File: src/rtl/fmt_tick.sv
module fmt_tick #(
  parameter logic [7:0]  ADR_CNT = 8'h00,
  parameter logic [7:0]  ADR_CFG = 8'h04,
  parameter logic [7:0]  ADR_FRZ = 8'h08,
  parameter logic [15:0] CFG_RST = 16'h000B
) (
  input  logic        clk,
  input  logic        rst_n,
  input  logic        wr_en,
  input  logic [7:0]  addr,
  input  logic [31:0] wr_data,
  output logic [31:0] rd_data,
  output logic        tick,
  output logic [31:0] usec_count
);
  logic [15:0] cfg_q;
  logic        frz_q;
  logic [8:0]  acc_q;
  logic [8:0]  acc_d;

  wire [8:0] num = {1'b0, cfg_q[15:8]} + 9'd1;
  wire [8:0] den = {1'b0, cfg_q[7:0]} + 9'd1;
  wire [9:0] sum = {1'b0, acc_q} + {1'b0, num};
  wire [9:0] rem = sum - {1'b0, den};
  wire       cfg_wr = wr_en && (addr == ADR_CFG);
  wire       cnt_wr = wr_en && (addr == ADR_CNT);
  wire       frz_wr = wr_en && (addr == ADR_FRZ);
  wire       hit = !frz_q && !cfg_wr && (sum >= {1'b0, den});

  always_comb begin
    if (frz_q)                    acc_d = acc_q;
    else if (!hit)                acc_d = sum[8:0];
    else if (rem >= {1'b0, den})  acc_d = '0;
    else                          acc_d = rem[8:0];
  end

  always_ff @(posedge clk or negedge rst_n) begin
    if (!rst_n) begin
      cfg_q      <= CFG_RST;
      frz_q      <= 1'b0;
      acc_q      <= '0;
      tick       <= 1'b0;
      usec_count <= '0;
    end else begin
      tick <= hit;
      if (cfg_wr) begin
        cfg_q <= wr_data[15:0];
        acc_q <= '0;
      end else begin
        acc_q <= acc_d;
      end
      if (frz_wr) frz_q <= wr_data[0];
      if (cnt_wr)   usec_count <= wr_data;
      else if (hit) usec_count <= usec_count + 32'd1;
    end
  end

  always_comb begin
    case (addr)
      ADR_CNT: rd_data = usec_count;
      ADR_CFG: rd_data = {16'd0, cfg_q};
      ADR_FRZ: rd_data = {31'd0, frz_q};
      default: rd_data = '0;
    endcase
  end
endmodule

File: config.mk
export PLATFORM = sky130hd
export DESIGN_NAME = fmt_tick
export DESIGN_NICKNAME = d
export VERILOG_FILES = /design/src/rtl/fmt_tick.sv
export SDC_FILE = /design/constraint.sdc
export NUM_CORES = 1
export LEC_CHECK = 0
export ABC_AREA = 1
export BUFFER_PORTS_ARGS = -buffer_cell sky130_fd_sc_hd__buf_4
export CORE_MARGIN = 8
export CORE_UTILIZATION = 56
export CTS_BUF_LIST = sky130_fd_sc_hd__clkbuf_8 sky130_fd_sc_hd__clkbuf_16
export DETAILED_ROUTE_END_ITERATION = 7
export PLACE_DENSITY = 0.82
export SYNTH_ARGS = -nofsm -noshare
export SYNTH_HDL_FRONTEND = slang
export SYNTH_SLANG_ARGS = --single-unit
File: constraint.sdc
create_clock -name clk -period 3.9 [get_ports clk]
set_clock_uncertainty 0.05 [all_clocks]
set_input_delay 0.39 -clock clk [delete_from_list [all_inputs] [get_ports clk]]
set_output_delay 0.39 -clock clk [all_outputs]
set_load 0.05 [all_outputs]
==> flow_metrics.env, run 1 <==
export IMPL_gp_congestion=0.9442
export IMPL_cts_reportedPaths_clkPinSlew_ns=0.08
export IMPL_finalSetupViolations=0
export IMPL_cts_buffer_depth=2
export IMPL_worstSetupEndpointType="register"
export IMPL_p_per_area_nw_per_um2=759.4
export IMPL_slew_headroom_pct=46.57
export IMPL_crit_required_ns=4.14
export IMPL_vias_per_cell=5.487
export IMPL_startpoint="acc_q[3]"
export IMPL_ys_seq_elements=59
export IMPL_cp_arrival_ns=3.91
export IMPL_grt_pass1_wl_mm=27.91
export IMPL_die_w_um=112.5
export IMPL_status="completed"
export IMPL_r2r_setup_slack_ns=0.24
export IMPL_hold_class="in -> async"
export IMPL_routed_wl_mm=17.04
export IMPL_r2r_end="acc_q[3]"
export IMPL_ys_flop_type="dfrtp_1"
export IMPL_worst_r2r_path_depth=22
export IMPL_synth_edf_count=0
export IMPL_p_total_uw=4918
export IMPL_num_rows=35
export IMPL_grt_ovfl_total=0
export IMPL_syn_to_final_growth_pct=24.27
export IMPL_synth_async_sr_flop_share_pct=100.0
export IMPL_drtAntennaViolNets=0
export IMPL_antenna_cells=0
export IMPL_tritoncts="done"
export IMPL_finalCriticalPeriod_ns=3.663
export IMPL_io_pins=108
export IMPL_cts_sinks=59
export IMPL_die_area_um2=12650
export IMPL_yosysSeqAreaShare_pct=28.40
export IMPL_fin_nets=987
export IMPL_via_count=5652
export IMPL_dr_pass1_iters=6
export IMPL_final_cells=1030
export IMPL_tightestPinTransition_ns=0.8015
export IMPL_setup_worst_path_end="acc_q[3]"
export IMPL_path_max_fanout=6
export IMPL_fmax_mhz=273.0
export IMPL_synth_largest_area_cell="dfrtp_1"
export IMPL_drv_slew=0
export IMPL_die_y_um=112.5
export IMPL_grt_usage_pct=27.41
export IMPL_post_place_cells=1009
export IMPL_yosysMostFrequentCell="nand2_1"
export IMPL_synth_area_leaders="dfrtp_1 (27%), nand2_1 (19%), inv_1 (8.4%)"
export IMPL_clock_latency_ns=0.36
export IMPL_finalCritPeriodShare_pct=93.91
export IMPL_drc=0
export IMPL_timing_rr_start="acc_q[3]"
export IMPL_io_buffers=107
export IMPL_ys_warnings_count=0
export IMPL_hold_viol_final=0
export IMPL_start_kind="register"
export IMPL_layout_drive_gt1_share_pct=22.85
export IMPL_grt_max_degree=60
export IMPL_syn_avg_cell_area_um2=6.522
export IMPL_synthCells=799
export IMPL_ys_top_cells_by_count="nand2_1 (262), inv_1 (116), nor2_1 (75), dfrtp_1 (56), o21ai_1 (33)"
export IMPL_initial_core_util_pct=56.94
export IMPL_p_leak_uw=0.003457
export IMPL_ys_types=41
export IMPL_grt_pass1_vias=5575
export IMPL_drt_iter0_markers=394
export IMPL_dp_hpwl_mm=13.33
export IMPL_ir_drop_mv=0.6099
export IMPL_antenna_found_initial=0
export IMPL_coreArea_um2=9153
export IMPL_drv_cap=0
export IMPL_cts_buffers=9
export IMPL_wl_per_cell_um=16.55
export IMPL_cts_max_level=3
export IMPL_synth_fp_nets=872
export IMPL_syn_area_um2=5211
export IMPL_netlist_area_leader_share_pct=26.89
export IMPL_root_buffer="clkbuf_8"
export IMPL_setup_worst_path_class="reg -> reg"
-- flip-flops by register name, indices dropped and copies added (netlist names) --
register	count
usec_count	32
cfg_q	16
acc_q	9
frz_q	1
tick	1
-- power breakdown --
group	internal (uW)	total [uW]	switching, uW	leakage (uW)
clock	292	578	286	0.0000926
sequential	768	973	205	0.000699
combinational	1240	3370	2130	0.00266
total	2300	4920	2620	0.00346
-- area by class of cell --
cell class	count	area [um^2]
inverters	122	460.4
fillers	823	2676
multi-input cells	599	3267
clock inverters	7	70.07
clock buffers	9	123.9
well taps	111	138.9
flip-flops and latches	59	1480
repair buffers	123	935.9
-- metrics by stage --
| stage | utilization (%) | hold WS (ns) | setup slack (ns) | setup TNS, ns | area, um^2 |
|---|---|---|---|---|---|
| floorplan | - | 0.04441 | 0.2653 | 0 | 5211 |
| global placement | 66.78 | 0.4210 | 0.02349 | 0 | 6112 |
| detailed placement | 66.78 | 0.4314 | -0.1081 | -0.5757 | 6112 |
| CTS | 68.94 | 0.1078 | 0.001554 | 0 | 6310 |
| global route | 70.76 | 0.1384 | -0.03935 | -0.1563 | 6476 |
| finish | 70.76 | 0.06699 | 0.2375 | 0 | 6476 |
-- how the worst min path moves through the flow --
stage / slack, ns / to
floorplan: 0.04 / acc_q[0]
global placement: 0.42 / acc_q[6]
detailed placement: 0.43 / acc_q[6]
CTS: 0.11 / acc_q[8]
global route: 0.14 / tick
finish: 0.07 / tick
-- worst max-delay path: stages (launching register included) --
cell	delay [ns]
dfrtp_1	0.41
ha_1	0.42
nand2_2	0.09
nor2_2	0.11
nand2_2	0.07
nand3_4	0.09
nand3_1	0.09
nand2_1	0.08
xor2_1	0.27
ha_1	0.33
nand2_1	0.11
inv_1	0.04
a21oi_1	0.18
nand2_1	0.08
nand2_1	0.16
nand2_1	0.11
inv_1	0.07
ha_1	0.24
a21oi_2	0.16
nand2_2	0.09
nor2_4	0.19
nand2_1	0.08
nand2_1	0.07
-- cells in the final DEF (no fill, tap or decap), drive strengths merged, types with 16 or more instances in the layout --
master    n
nand2   282
dfrtp    56
inv     123
nand3    34
nor3     16
ha       28
o21ai    67
nor2     84
xor2     31
a21oi    22
buf     123
-- repair_timing --
action | in CTS | in global routing
pin swaps | 0 | 17
endpoints found under the setup margin | 7 | 9
resized for setup | 2 | 27
buffers inserted | 0 | 5
hold endpoints to repair | 0 | 0
hold buffers | 0 | 0
-- logic make-up after synthesis --
family          count (synthesis)  share of synthesized area (%)
simple gates                  429                          35.85
buf+inv                       141                          11.45
compound gates                103                          10.59
flops                          59                          28.40
xor+xnor                       37                          6.218
fa+ha+maj                      30                          7.491
-- metal layers --
metal | global-route usage [%] | routed length (um) | up-vias
met4 | 10.70 | 595 | 0
met2 | 44.40 | 8075 | 259
li1 | - | - | 2730
met1 | 35.36 | 7100 | 2608
met3 | 5.153 | 1270 | 55
met5 | 0 | 0 | -
(Power assumes the default switching activity.)
==> inputs of run 2 (changes only) <==
Settings changed: CORE_UTILIZATION 56 to 57, CTS_BUF_LIST sky130_fd_sc_hd__clkbuf_8 sky130_fd_sc_hd__clkbuf_16 to sky130_fd_sc_hd__clkbuf_4 sky130_fd_sc_hd__clkbuf_8, PLACE_DENSITY 0.82 to 0.84.
==> run 2 against run 1 <==
Cell count is 0.39% lower. Total power grew 2.7%. Hold slack worse by 0.013 ns. Critical path type unchanged. Sequential share of layout area shrank 0.084 points.
==> flow_metrics.env, run 2 (synthesized netlist as in run 1, its figures left out) <==
export IMPL_status="completed"
export IMPL_io_pins=108
export IMPL_top_register="usec_count"
export IMPL_antenna_found_initial=0
export IMPL_slew_headroom_pct=48.18
export IMPL_root_buffer="clkbuf_8"
export IMPL_finalCritPeriodShare_pct=94.53
export IMPL_tightestPinTransition_ns=0.7773
export IMPL_start_kind="register"
export IMPL_crit_required_ns=4.13
export IMPL_cts_hold_buf=0
export IMPL_initial_core_util_pct=57.49
export IMPL_worst_r2r_path_depth=23
export IMPL_fmax_mhz=271.2
export IMPL_ir_drop_mv=0.4611
export IMPL_timing_rr_start="acc_q[2]"
export IMPL_layout_drive_gt1_share_pct=22.95
export IMPL_tritoncts="done"
export IMPL_fin_nets=983
export IMPL_r2r_setup_slack_ns=0.21
export IMPL_grt_usage_pct=25.32
export IMPL_die_y_um=111.6
export IMPL_setup_worst_path_class="reg -> reg"
export IMPL_grt_pass1_vias=5196
export IMPL_coreArea_um2=9065
export IMPL_post_route_util_pct=71.70
export IMPL_routed_wl_mm=16.04
export IMPL_cts_sinks=59
export IMPL_io_buffers=107
export IMPL_drc=0
export IMPL_cts_buffers=9
export IMPL_setup_slack_ns=0.2133
export IMPL_p_per_area_nw_per_um2=777.3
export IMPL_largestRegisters="usec_count x32, cfg_q x16, acc_q x9"
export IMPL_gp_congestion=0.9407
export IMPL_place_ws_ns=-0.1264
export IMPL_final_common_cell="nand2_1"
export IMPL_r2r_end="acc_q[0]"
export IMPL_grt_max_degree=60
export IMPL_dr_pass1_iters=5
export IMPL_final_cell_mix="nand2_1 (256), buf_4 (119), inv_1 (113), nor2_1 (72), dfrtp_1 (56)"
export IMPL_design_area_um2=6500
export IMPL_cts_reportedPaths_clkPinSlew_ns=0.07
export IMPL_grt_pass1_wl_mm=25.81
export IMPL_p_leak_uw=0.003475
export IMPL_post_place_cells=1004
export IMPL_wl_per_cell_um=15.64
export IMPL_drv_cap=0
export IMPL_drt_iter0_markers=429
export IMPL_final_cells=1026
export IMPL_dp_hpwl_mm=12.44
export IMPL_finalCriticalPeriod_ns=3.687
export IMPL_largest_reg_flops=32
export IMPL_die_w_um=111.6
export IMPL_grt_ovfl_total=0
export IMPL_syn_to_final_growth_pct=24.73
export IMPL_drtAntennaViolNets=0
export IMPL_clock_latency_ns=0.35
export IMPL_hold_viol_final=0
export IMPL_antenna_cells=0
export IMPL_cts_max_level=3
export IMPL_cp_arrival_ns=3.91
export IMPL_cts_buffer_depth=2
export IMPL_finalSetupViolations=0
export IMPL_hold_class="in -> async"
export IMPL_num_rows=35
export IMPL_drv_slew=0
export IMPL_via_count=5452
export IMPL_vias_per_cell=5.314
export IMPL_p_total_uw=5053
export IMPL_fillers=747
export IMPL_path_max_fanout=5
export IMPL_postPlaceCellArea_um2=6062
export IMPL_die_area_um2=12460
export IMPL_worstSetupEndpointType="register"
## run 2: layout make-up
cell class / instances / area [um^2] / area share, %
Sequential cell: 59 / 1480 / 22.77
Multi-Input combinational cell: 599 / 3281 / 50.47
Clock buffer: 13 / 178.9 / 2.753
Tap cell: 111 / 138.9 / 2.137
Timing Repair Buffer: 119 / 893.4 / 13.74
Clock inverter: 3 / 67.56 / 1.039
Inverter: 122 / 460.4 / 7.084
## run 2: timing repair
action                     CTS  global route
gates resized for setup      3            31
pin swaps                    0            17
setup buffers                0             6
setup endpoints to repair    9             9
## run 2: how the worst max path moves through the flow
stage               startpoint  endpoint
floorplan             cfg_q[8]  acc_q[3]
global placement      cfg_q[8]  acc_q[5]
detailed placement    cfg_q[8]  acc_q[4]
CTS                   cfg_q[8]  acc_q[6]
global route         cfg_q[10]  acc_q[6]
finish                acc_q[2]  acc_q[0]
## run 2: critical path, cell delays in order (launching register included)
cell and delay, ns:
dfrtp_1 0.42, ha_4 0.32, nand2_1 0.06, nand2_1 0.08, o21bai_1 0.14, xor2_1 0.27
ha_2 0.37, nand2_4 0.11, inv_2 0.04, nand2_1 0.07, nand2_2 0.07, a21oi_4 0.17
nor2_2 0.06, nor2_2 0.12, xnor2_1 0.17, ha_1 0.30, a21oi_2 0.14, nand2_2 0.08
buf_4 0.13, nand2_1 0.04, nand2_1 0.04, nor2_1 0.16, nand3b_1 0.10, nand3_1 0.10
## run 2: per-stage QoR
stage,hold slack [ns],TNS [ns]
finish,0.05441,0
global route,0.1165,-0.4057
detailed placement,0.4474,-0.7140
CTS,0.1008,0
floorplan,0.04441,0
global placement,0.4235,0
## run 2: power breakdown
group / total [uW] / switching (uW) / internal, uW
Clock: 698 / 268 / 430
Combinational: 3390 / 2160 / 1230
Sequential: 967 / 198 / 768
Total: 5050 / 2620 / 2430
## run 2: layer usage
metal / vias up / part of all wire (%) / GRT usage [%] / wire length [um]
met4: 0 / 2.0 / 7.840 / 318
met3: 29 / 5.6 / 4.870 / 901
met1: 2526 / 44 / 32.78 / 7046
met5: - / 0 / 0 / 0
met2: 183 / 48 / 41.66 / 7775
li1: 2714 / - / - / -
